### config.mk
export PLATFORM = sky130hd
export DESIGN_NAME = owner_page_search
export DESIGN_NICKNAME = d
export VERILOG_FILES = /design/src/rtl/owner_page_search_pkg.sv /design/src/rtl/owner_page_search_ctrl.sv /design/src/rtl/owner_page_search_dp.sv /design/src/rtl/owner_page_search.sv
export SDC_FILE = /design/constraint.sdc
export NUM_CORES = 1
export LEC_CHECK = 0
export CAP_MARGIN = 20
export CORE_ASPECT_RATIO = 0.8
export CORE_MARGIN = 8
export CORE_UTILIZATION = 45
export DETAILED_ROUTE_END_ITERATION = 10
export DONT_BUFFER_PORTS = 1
export GPL_TIMING_DRIVEN = 0
export PLACE_DENSITY_LB_ADDON = 0.3
export RECOVER_POWER = 25
export SLEW_MARGIN = 25
export SYNTH_ARGS = -nofsm -noshare
export SYNTH_HDL_FRONTEND = slang
export SYNTH_HIERARCHICAL = 1
export SYNTH_SLANG_ARGS = --single-unit
### constraint.sdc
create_clock -name clk -period 3.9 [get_ports clk]
set_input_delay 0 -clock clk [delete_from_list [all_inputs] [get_ports clk]]
set_output_delay 0 -clock clk [all_outputs]
set_load 0.02 [all_outputs]
### src/rtl/owner_page_search_pkg.sv
package owner_page_search_pkg;

  typedef enum logic [0:0] {
    ST_IDLE = 1'b0,
    ST_SCAN = 1'b1
  } scanState_t;

  typedef struct packed {
    logic writeAllow;
    logic captureReq;
    logic stepIdx;
    logic finishHit;
    logic finishMiss;
  } scanStrobe_t;

endpackage

### src/rtl/owner_page_search_ctrl.sv
module owner_page_search_ctrl
  import owner_page_search_pkg::*;
(
  input  logic        clk,
  input  logic        rstN,
  input  logic        reqValid,
  input  logic        matchNow,
  input  logic        atLastIdx,
  output scanStrobe_t strb,
  output logic        busy
);

  scanState_t state, stateNext;

  always_comb begin
    strb = '0;
    stateNext = state;
    unique case (state)
      ST_IDLE: begin
        strb.writeAllow = 1'b1;
        if (reqValid) begin
          strb.captureReq = 1'b1;
          stateNext = ST_SCAN;
        end
      end
      ST_SCAN: begin
        if (matchNow) begin
          strb.finishHit = 1'b1;
          stateNext = ST_IDLE;
        end else if (atLastIdx) begin
          strb.finishMiss = 1'b1;
          stateNext = ST_IDLE;
        end else begin
          strb.stepIdx = 1'b1;
        end
      end
      default: stateNext = ST_IDLE;
    endcase
  end

  always_ff @(posedge clk) begin
    if (!rstN) state <= ST_IDLE;
    else       state <= stateNext;
  end

  assign busy = (state == ST_SCAN);

endmodule

### src/rtl/owner_page_search_dp.sv
module owner_page_search_dp
  import owner_page_search_pkg::*;
#(
  parameter int ENTRIES = 16,
  parameter int PID_W   = 4,
  parameter int VPN_W   = 20,
  parameter int OFF_W   = 12,
  localparam int IDX_W  = $clog2(ENTRIES),
  localparam int PA_W   = IDX_W + OFF_W
) (
  input  logic              clk,
  input  logic              rstN,
  input  scanStrobe_t       strb,
  input  logic              writeEn,
  input  logic [IDX_W-1:0]  writeIdx,
  input  logic              writeValid,
  input  logic [PID_W-1:0]  writePid,
  input  logic [VPN_W-1:0]  writeVpn,
  input  logic [PID_W-1:0]  reqPid,
  input  logic [VPN_W-1:0]  reqVpn,
  input  logic [OFF_W-1:0]  reqOff,
  output logic              matchNow,
  output logic              atLastIdx,
  output logic              doneValid,
  output logic              doneHit,
  output logic [PA_W-1:0]   donePaddr
);

  logic [ENTRIES-1:0] entryValid;
  logic [PID_W-1:0]   entryPid [ENTRIES];
  logic [VPN_W-1:0]   entryVpn [ENTRIES];

  logic [PID_W-1:0]   keyPid;
  logic [VPN_W-1:0]   keyVpn;
  logic [OFF_W-1:0]   keyOff;
  logic [IDX_W-1:0]   scanIdx;
  logic [ENTRIES-1:0] matchVec;

  // Table storage: one slot per frame, loaded only while idle.
  for (genvar g = 0; g < ENTRIES; g++) begin : g_slot
    always_ff @(posedge clk) begin
      if (!rstN) begin
        entryValid[g] <= 1'b0;
        entryPid[g]   <= '0;
        entryVpn[g]   <= '0;
      end else if (writeEn && strb.writeAllow && (writeIdx == IDX_W'(g))) begin
        entryValid[g] <= writeValid;
        entryPid[g]   <= writePid;
        entryVpn[g]   <= writeVpn;
      end
    end

    assign matchVec[g] = entryValid[g] && (entryPid[g] == keyPid) && (entryVpn[g] == keyVpn);
  end

  // Request key and scan pointer.
  always_ff @(posedge clk) begin
    if (!rstN) begin
      keyPid  <= '0;
      keyVpn  <= '0;
      keyOff  <= '0;
      scanIdx <= '0;
    end else if (strb.captureReq) begin
      keyPid  <= reqPid;
      keyVpn  <= reqVpn;
      keyOff  <= reqOff;
      scanIdx <= '0;
    end else if (strb.stepIdx) begin
      scanIdx <= scanIdx + 1'b1;
    end
  end

  assign matchNow  = matchVec[scanIdx];
  assign atLastIdx = (scanIdx == IDX_W'(ENTRIES - 1));

  // Result registers.
  always_ff @(posedge clk) begin
    if (!rstN) begin
      doneValid <= 1'b0;
      doneHit   <= 1'b0;
      donePaddr <= '0;
    end else begin
      doneValid <= strb.finishHit | strb.finishMiss;
      if (strb.finishHit) begin
        doneHit   <= 1'b1;
        donePaddr <= {scanIdx, keyOff};
      end else if (strb.finishMiss) begin
        doneHit   <= 1'b0;
        donePaddr <= '0;
      end
    end
  end

endmodule

### src/rtl/owner_page_search.sv
module owner_page_search
  import owner_page_search_pkg::*;
#(
  parameter int ENTRIES = 16,
  parameter int PID_W   = 4,
  parameter int VPN_W   = 20,
  parameter int OFF_W   = 12,
  localparam int IDX_W  = $clog2(ENTRIES),
  localparam int VA_W   = VPN_W + OFF_W,
  localparam int PA_W   = IDX_W + OFF_W
) (
  input  logic             clk,
  input  logic             rstN,
  input  logic             writeEn,
  input  logic [IDX_W-1:0] writeIdx,
  input  logic             writeValid,
  input  logic [PID_W-1:0] writePid,
  input  logic [VPN_W-1:0] writeVpn,
  input  logic             reqValid,
  input  logic [PID_W-1:0] reqPid,
  input  logic [VA_W-1:0]  reqVaddr,
  output logic             busy,
  output logic             doneValid,
  output logic             doneHit,
  output logic [PA_W-1:0]  donePaddr
);

  scanStrobe_t strb;
  logic        matchNow;
  logic        atLastIdx;

  owner_page_search_ctrl u_ctrl (
    .clk       (clk),
    .rstN      (rstN),
    .reqValid  (reqValid),
    .matchNow  (matchNow),
    .atLastIdx (atLastIdx),
    .strb      (strb),
    .busy      (busy)
  );

  owner_page_search_dp #(
    .ENTRIES (ENTRIES),
    .PID_W   (PID_W),
    .VPN_W   (VPN_W),
    .OFF_W   (OFF_W)
  ) u_dp (
    .clk        (clk),
    .rstN       (rstN),
    .strb       (strb),
    .writeEn    (writeEn),
    .writeIdx   (writeIdx),
    .writeValid (writeValid),
    .writePid   (writePid),
    .writeVpn   (writeVpn),
    .reqPid     (reqPid),
    .reqVpn     (reqVaddr[VA_W-1:OFF_W]),
    .reqOff     (reqVaddr[OFF_W-1:0]),
    .matchNow   (matchNow),
    .atLastIdx  (atLastIdx),
    .doneValid  (doneValid),
    .doneHit    (doneHit),
    .donePaddr  (donePaddr)
  );

endmodule

# Word-level counts from Yosys, hierarchy flattened
# Memories as Yosys holds them, arrays and structs flattened.
# Index checks and enable logic that the tools add are counted.
# totals
ff_bits,75
ramBits,384
output_inout_bits,19
wordCells,259
mem_count,2
# op_classes
add_sub_neg,1
order_cmp,1
n_eq_ne,48
mux,96
n_bitwise,35
n_reduce_logical,52
# memory_table
name,depth,word_bits,read_ports,rd_clocked_by_memory_dff,wr,line,rtl
u_dp.entryVpn,16,20,16,0,16,owner_page_search_dp.sv:31,logic [VPN_W-1:0] entryVpn [ENTRIES];
u_dp.entryPid,16,4,16,0,16,owner_page_search_dp.sv:30,logic [PID_W-1:0] entryPid [ENTRIES];
# ops
operator,n
$eq A20 B20 Y1,16
$mux W20,16
$eq A4 B4 Y1,16
$mux W4,16
$mux W1,58
$logic_and A1 B1 Y1,49
$eq A4 B4 Y1 const B,9
$or A1 B1 Y1,33
$mux W16,2
$eq A4 B3 Y1 const B,4
$eq A4 B2 Y1 const B,2
$lt A4 B5 Y1 const B,1
$add A4 B1 Y4 const B,1
$bmux W1 S4,1
$eq A4 B1 Y1 const B,1
$logic_not A4 Y1,1
$mux W3,1
$mux W2,1
$not A1 Y1,2
$pmux W1 S2,1
$reduce_bool A2 Y1,1
$reduce_or A2 Y1,1

# Longest topological paths before layout
# Gate-level depths: netlist of run 1.
# depth
word_depth,9
depth_mapped,14
ltp_nobuf,10

# Modules after synthesis
# The synthesis of run 1 kept the hierarchy.
# modules_own_cells
mod,n_inst,cells_per_inst,area_each_um2,seq_area_each_um2
owner_page_search_dp,1,1747,21800.9,13012.5
owner_page_search_ctrl,1,7,65.1,20.0

# Least setup slack after synthesis of run 1
# No wires, ideal clock.
# synth_timing
path_type,flip-flop to flip-flop
start,register u_ctrl.state (netlist: u_ctrl/busy)
end,"memory u_dp.entryPid[0][0], enable pin"
setup_ns,0.440
t_arrival_ns,2.810
t_required_ns,3.460
setup_slack_ns,0.650
path_stages_with_launch,6
n_path_buf,1
synth_period_minus_slack_ns,3.250
path_cell_list,dfxtp_1 > inv_1 > nand2_1 > or3_1 > clkbuf_1 > o21ai_0
# synth_rtl
element,line,rtl
from (decl),owner_page_search_ctrl.sv:13,"scanState_t state, stateNext;"
from (signal assigned),owner_page_search_ctrl.sv:43,else state <= stateNext;
to (decl),owner_page_search_dp.sv:30,

==> flow_summary.toml, run 1 <==
[global_route]
grt_pass1_wl_microns = 104900
grtUsageTotal = 0.2674
grt.overflow.total = 0
grt_antenna_before_repair = 17
grt_pass1_vias = 14100
grt_max_degree = 26

[pwr]
power_mw = 11.14
p_leak_nw = 9.676
p_per_area_nw_per_um2 = 441.4
ir_drop_mv = 0.2996

[cells_and_area]
final_design_area_no_fill_sq_um = 25240
layout-drive-gt1-share = 0.07990
fin_cells = 2551
fin_util = 0.5236
layout.nets = 1948
layout_common_cells = "384 x and2_1, 384 x edfxtp_1, 232 x xor2_1"
area_growth_pct = 15.42

[routing]
via_count = 14690
drtIter0Drc = 2172
drtPass1Iterations = 5
postRouteWirelength_microns = 76120
ant_nets = 0
avgViaCountPerCell = 5.757
wire_per_inst_microns = 29.84
drc = 0

[die]
start_util = 0.4537
die_area_sq_um = 55940
rows = 72
ios = 88
coreArea_sq_um = 48200
die_w_microns = 262.5
fp.dieH_microns = 213.2

[synthesis]
postSynthCellCount = 1754
synth_seq_area_share = 0.5960
netlist_area_sq_um = 21870
synth_flop_cell = "edfxtp_1"
ys_top_cells_by_area = "edfxtp_1 53%, and2_1 11%, xor2_1 9.3%, dfxtp_1 6.9%, xnor2_1 5.9%"
yosysUniqueCellTypes = 45
synth-seq-cells = 459
post-synth-top-area-fraction = 0.5274
synth_edf_count = 384
ys_warn_count = 6
syn-num-nets = 1824
yosys.area.top_type = "edfxtp_1"
async_reset_ff_frac = 0
syn_area_per_cell_sq_um = 12.47

[hold_path]
hold_depth = 2
min_from = "writeIdx[2]"
worstHoldEndpoint = "u_dp/entryPid[0][31]"
hold_path.class = "in -> reg"

[timing]
holdWs_ns = 0.02774
timing.fmax_mhz = 257.5
skew_ns = 0.02260
fin_crit_sh = 0.9958
period_needed_ns = 3.884
setup_violations = 0
relSlewSlack = 0.07576
tightest_slew_ns = 1.386
final_hold_viol_count = 0
fin_ws_ns = 0.01634
fin_tns_setup_ns = 0
maxSlewViolCount = 0

[place]
placed_cell_area_sq_um = 23240
globalplace.congestion = 0.9201
dp_hpwl_microns = 47490
place_ws_ns = -0.5396
port_buffers = 0
place_inst = 2398

[clock_network]
root_buffer = "clkbuf_16"
path_clk_slew_ns = 0.06
cts_buffer_depth = 3
cts_max_level = 2
cts_inserted_buffers = 46
post-cts-setup-buffers = 0
tritoncts = "built"
cts_sinks = 459
clkLatencyLatePin_ns = 0.58

[critical_path]
startpoint_type = "flop"
reg2reg_from = "u_dp/keyVpn[8]"
crit_fanout = 10
ff2ff_setup_slack_ns = 0.02
slowest_delay_ns = 0.40
slowest_stage = "nor4_1"
crit_arrival_ns = 4.35
required_ns = 4.36
worst-r2r-cell-count = 14
cp_cell_sequence = "clkbuf_4 > buf_6 > xnor2_1 > nand4_1 > nor4_1 > a41oi_1 > o2bb2ai_1 > a32oi_2 > and2_2 > clkbuf_1 > clkbuf_2 > nor3b_1 > a21oi_1 > nor2b_1"
cp-end-kind = "flop"
cp_num_buf_inv = 4
worstSetupPathType = "reg -> reg"
timing.rr.end = "u_dp/donePaddr[6]"
cpLargestDelayFamily = "buffers and inverters"

[run]
cap_violations = 0

[run_status]
status = "complete, no violations"
-- power by group --
part / internal (mW) / switching [mW] / total [mW]
registers: 5.49 / 0.0833 / 5.57
clock network: 2.43 / 1.90 / 4.34
logic: 0.417 / 0.811 / 1.23
total: 8.34 / 2.80 / 11.1
-- synthesized netlist by cell type (2+ instances only) --
cell type / instances
nor2b_1: 54
and2_1: 384
buf_1: 3
o21ai_0: 32
nand3b_1: 3
inv_1: 21
xnor2_2: 3
xor2_1: 232
dfxtp_1: 75
nand3_1: 18
buf_6: 9
clkbuf_1: 74
o22ai_1: 3
buf_4: 6
buf_2: 37
nor4_1: 59
or4_1: 3
nor3b_1: 18
xnor2_1: 148
edfxtp_1: 384
nor3_1: 15
nand2b_1: 3
nand2_1: 23
nand4_1: 45
o221ai_1: 2
nor2_1: 27
mux2i_1: 37
o21a_1: 3
a21oi_1: 17
-- cells by family after synthesis --
group,after synthesis,share of synthesized area
AND/OR/NAND/NOR,658,0.1825
XOR/XNOR,383,0.1544
buffers and inverters,150,0.03199
multiplexers,37,0.01694
adder cells (fa/ha/maj),1,0.0005721
AO/OA/AOI/OAI,66,0.01757
flip-flops,459,0.5960
-- flip-flops by register name (all words and copies together), names as in the netlist --
name,count
u_dp/scanIdx,4
u_ctrl/busy,1
u_dp/entryValid,16
u_dp/doneValid,1
u_dp/entryPid,64
u_dp/keyPid,4
u_dp/entryVpn,320
u_dp/keyOff,12
u_dp/keyVpn,20
u_dp/doneHit,1
u_dp/donePaddr,16
-- what timing repair did --
item	4_1_cts	5_1_grt
setup endpoints to repair	18	17
hold buffers	64	0
endpoints found under the hold margin	190	0
resized for setup	24	33
cloned	0	0
-- worst max-delay path by stage --
stage | slack [ns] | end | depth (start not counted) | startpoint
after floorplan | 0.65 | u_dp/entryPid[0][0] | 5 | u_ctrl/busy
after global placement | -0.61 | u_dp/donePaddr[12] | 12 | u_dp/scanIdx[0]
after detailed placement | -0.54 | u_dp/donePaddr[8] | 13 | u_dp/keyVpn[1]
after CTS | 0.01 | u_dp/donePaddr[7] | 14 | u_dp/keyVpn[19]
after global routing | -0.002 | u_dp/donePaddr[7] | 14 | u_dp/keyVpn[2]
final | 0.02 | u_dp/donePaddr[6] | 14 | u_dp/keyVpn[8]
-- cell type report --
cell class	count	area (sq um)
fillers	4050	22960
flip-flops and latches	459	13030
multi-input cells	1145	8282
clock buffers	70	1338
repair buffers	79	874.6
well taps	629	787.0
plain buffers	126	721.9
clock inverters	15	105.1
inverters	21	78.83
diodes	7	17.52
-- routing by layer --
layer,up-vias,track usage,part of all wire
li1,6241,-,-
met1,7271,0.3403,0.38
met2,969,0.3945,0.43
met3,193,0.1159,0.15
met4,12,0.1178,0.044
met5,-,0,0.0011
Note: power is estimated with default switching activity, not from simulation.
==> inputs of run 2 (changes only) <==
CORE_MARGIN = 2   (was 8)
==> run 2 against run 1 <==
  * The flow now finishes with violations (negative hold slack, max-capacitance violations, max-slew violations)
  * Highest routed layer is now met4
  * Largest power group unchanged
  * Core utilization fell by 0.13 points
  * Worst hold slack got worse by 0.048 ns
  * Maximum frequency rose by 0.70%
  * Sequential power barely moved
  * Clock-buffer cell count did not move
  * Cell area fell by 0.26%
  * Total power fell by 0.52%
  * Worst setup slack improved by 0.027 ns
  * Global-route usage rose by 4.0 points
  * Non-clock buffer count rose by 2
  * Sequential share of layout area rose by 0.13 points
==> flow_summary.toml, run 2 (synthesis gave the netlist of run 1 again) <==
[critical_path]
cpLargestDelayFamily = "buffers and inverters"
slowest_stage = "a32oi_2"
slowest_delay_ns = 0.38
crit_arrival_ns = 4.37
cp_num_buf_inv = 4
crit_path_frequent_cell = "nor3b_1"
required_ns = 4.41
cp-end-kind = "flop"
cp_cell_sequence = "clkbuf_4 > buf_6 > xor2_1 > nor4_1 > nand4_1 > o221ai_1 > o311ai_1 > a32oi_2 > nor3b_1 > clkbuf_1 > clkbuf_2 > nor3b_1 > a21oi_1 > nor2b_1"
worstSetupPathType = "reg -> reg"
crit_fanout = 10
startpoint_type = "flop"

[cells_and_area]
layout-drive-gt1-share = 0.07777
layout.cells.most_common = "edfxtp_1"
fin_util = 0.5223
largest_reg_flops = 320
area_growth_pct = 15.12
final_design_area_no_fill_sq_um = 25170
layout_common_cells = "384 x edfxtp_1, 377 x and2_1, 232 x xor2_1"
layout.nets = 1950
regMostFlops = "u_dp/entryVpn"
reg_top3 = "u_dp/entryVpn (320), u_dp/entryPid (64), u_dp/keyVpn (20)"

[clock_network]
cts_max_level = 2
cts_sinks = 459
tritoncts = "built"
clkLatencyLatePin_ns = 0.58
post-cts-setup-buffers = 0
root_buffer = "clkbuf_16"
cts_buffer_depth = 3
cts_inserted_buffers = 46
path_clk_slew_ns = 0.07

[global_route]
grt_pass1_vias = 14100
grt_pass1_wl_microns = 106600
grt_max_degree = 26
grtUsageTotal = 0.3075
grt.overflow.total = 0
grt_antenna_before_repair = 16

[timing]
final_hold_viol_count = 1
holdWs_ns = -0.02012
skew_ns = 0.03283
timing.fmax_mhz = 259.3
maxSlewViolCount = 10
setup_violations = 0
period_needed_ns = 3.857
tightest_slew_ns = 1.572
fin_ws_ns = 0.04328
rsz0062_at_grt = "false"
relSlewSlack = -0.05894
fin_crit_sh = 0.9889

[die]
die_area_sq_um = 50380
coreArea_sq_um = 48200
ios = 88
start_util = 0.4537
rows = 72
die_w_microns = 250.5
fp.dieH_microns = 201.2

[routing]
drc = 0
ant_nets = 0
wire_per_inst_microns = 30.56
drtIter0Drc = 2543
via_count = 15020
drtPass1Iterations = 7
postRouteWirelength_microns = 78180
avgViaCountPerCell = 5.873

[place]
dp_hpwl_microns = 47040
port_buffers = 0
placed_cell_area_sq_um = 23200
globalplace.congestion = 0.9057
place_ws_ns = -0.6277

[hold_path]
hold_path.class = "in -> reg"

[run_status]
status = "complete, but fails checks"
violations = "negative hold slack, max-capacitance violations, max-slew violations"

[run]
cap_violations = 1

[pwr]
p_per_area_nw_per_um2 = 440.3
ir_drop_mv = 0.3257
p_leak_nw = 9.651
power_mw = 11.08
[run 2: changes by cell type in the layout (fill, tap and decap cells not counted), moves of 2 or more]
cell	previous run	this run
and2_0	0	7
and2_1	384	377
buf_16	7	5
buf_4	9	11
buf_8	1	3
clkbuf_2	10	8
clkinv_1	4	6
diode_2	7	13
nor4_1	52	54
nor4_2	5	3
o21ai_0	26	28
o21ai_4	6	4
[run 2: stage by stage]
stage / hold slack (ns) / std cells / setup TNS, ns
5_1_grt: -0.01244 / 2550 / 0
4_1_cts: 0.008250 / 2545 / 0
2_1_floorplan: 0.1178 / 1754 / 0
3_5_place_dp: 0.1286 / 2397 / -9.813
3_3_place_gp: 0.1272 / 2383 / -154.26
6_report: -0.02012 / 2558 / 0
[run 2: path summary, 6_finish.rpt]
check	startpoint	end	slack, ns	depth (start not counted)
worst min-delay path	writeIdx[2]	u_dp/entryVpn[1][90]	-0.02	2
worst min register to register	u_dp/entryValid[12]	u_dp/entryValid[12]	0.47	2
worst max-delay path	u_dp/keyVpn[8]	u_dp/donePaddr[10]	0.04	14
worst max register to register	u_dp/keyVpn[8]	u_dp/donePaddr[10]	0.04	14
[run 2: cell type report]
type | count | area [sq um]
Clock inverter | 14 | 72.57
Multi-Input combinational cell | 1145 | 8245
Antenna cell | 13 | 32.53
Tap cell | 629 | 787.0
Buffer | 129 | 758.2
Fill cell | 4151 | 23020
Timing Repair Buffer | 78 | 834.6
Inverter | 21 | 78.83
Sequential cell | 459 | 13030
Clock buffer | 70 | 1330
[run 2: what timing repair did]
item / 4_1_cts / 5_1_grt
hold buffers: 64 / 0
gates resized for setup: 22 / 41
hold endpoints to repair: 193 / 0
setup endpoints to repair: 18 / 19
[run 2: worst reg2reg max path, cell delays in order, from the launching register on]
cell	delay [ns]
dfxtp_1	0.31
clkbuf_4	0.33
buf_6	0.32
xor2_1	0.13
nor4_1	0.28
nand4_1	0.27
o221ai_1	0.37
o311ai_1	0.26
a32oi_2	0.38
nor3b_1	0.09
clkbuf_1	0.25
clkbuf_2	0.29
nor3b_1	0.33
a21oi_1	0.07
nor2b_1	0.12
[run 2: routing by layer]
metal  up-vias  GRT usage  wire, microns
li1       6258          -              -
met1      7527     0.4336          30600
met2      1082     0.4382          32900
met3       155     0.1131          12080
met4         0     0.1009           2601
met5         -          0              0
[run 2: report_power, final]
group / internal [mW] / total (mW) / switching, mW / leakage, nW
clock: 2.35 / 4.26 / 1.91 / 0.693
combinational: 0.415 / 1.25 / 0.831 / 4.33
sequential: 5.49 / 5.57 / 0.0821 / 4.62
total: 8.26 / 11.1 / 2.82 / 9.65
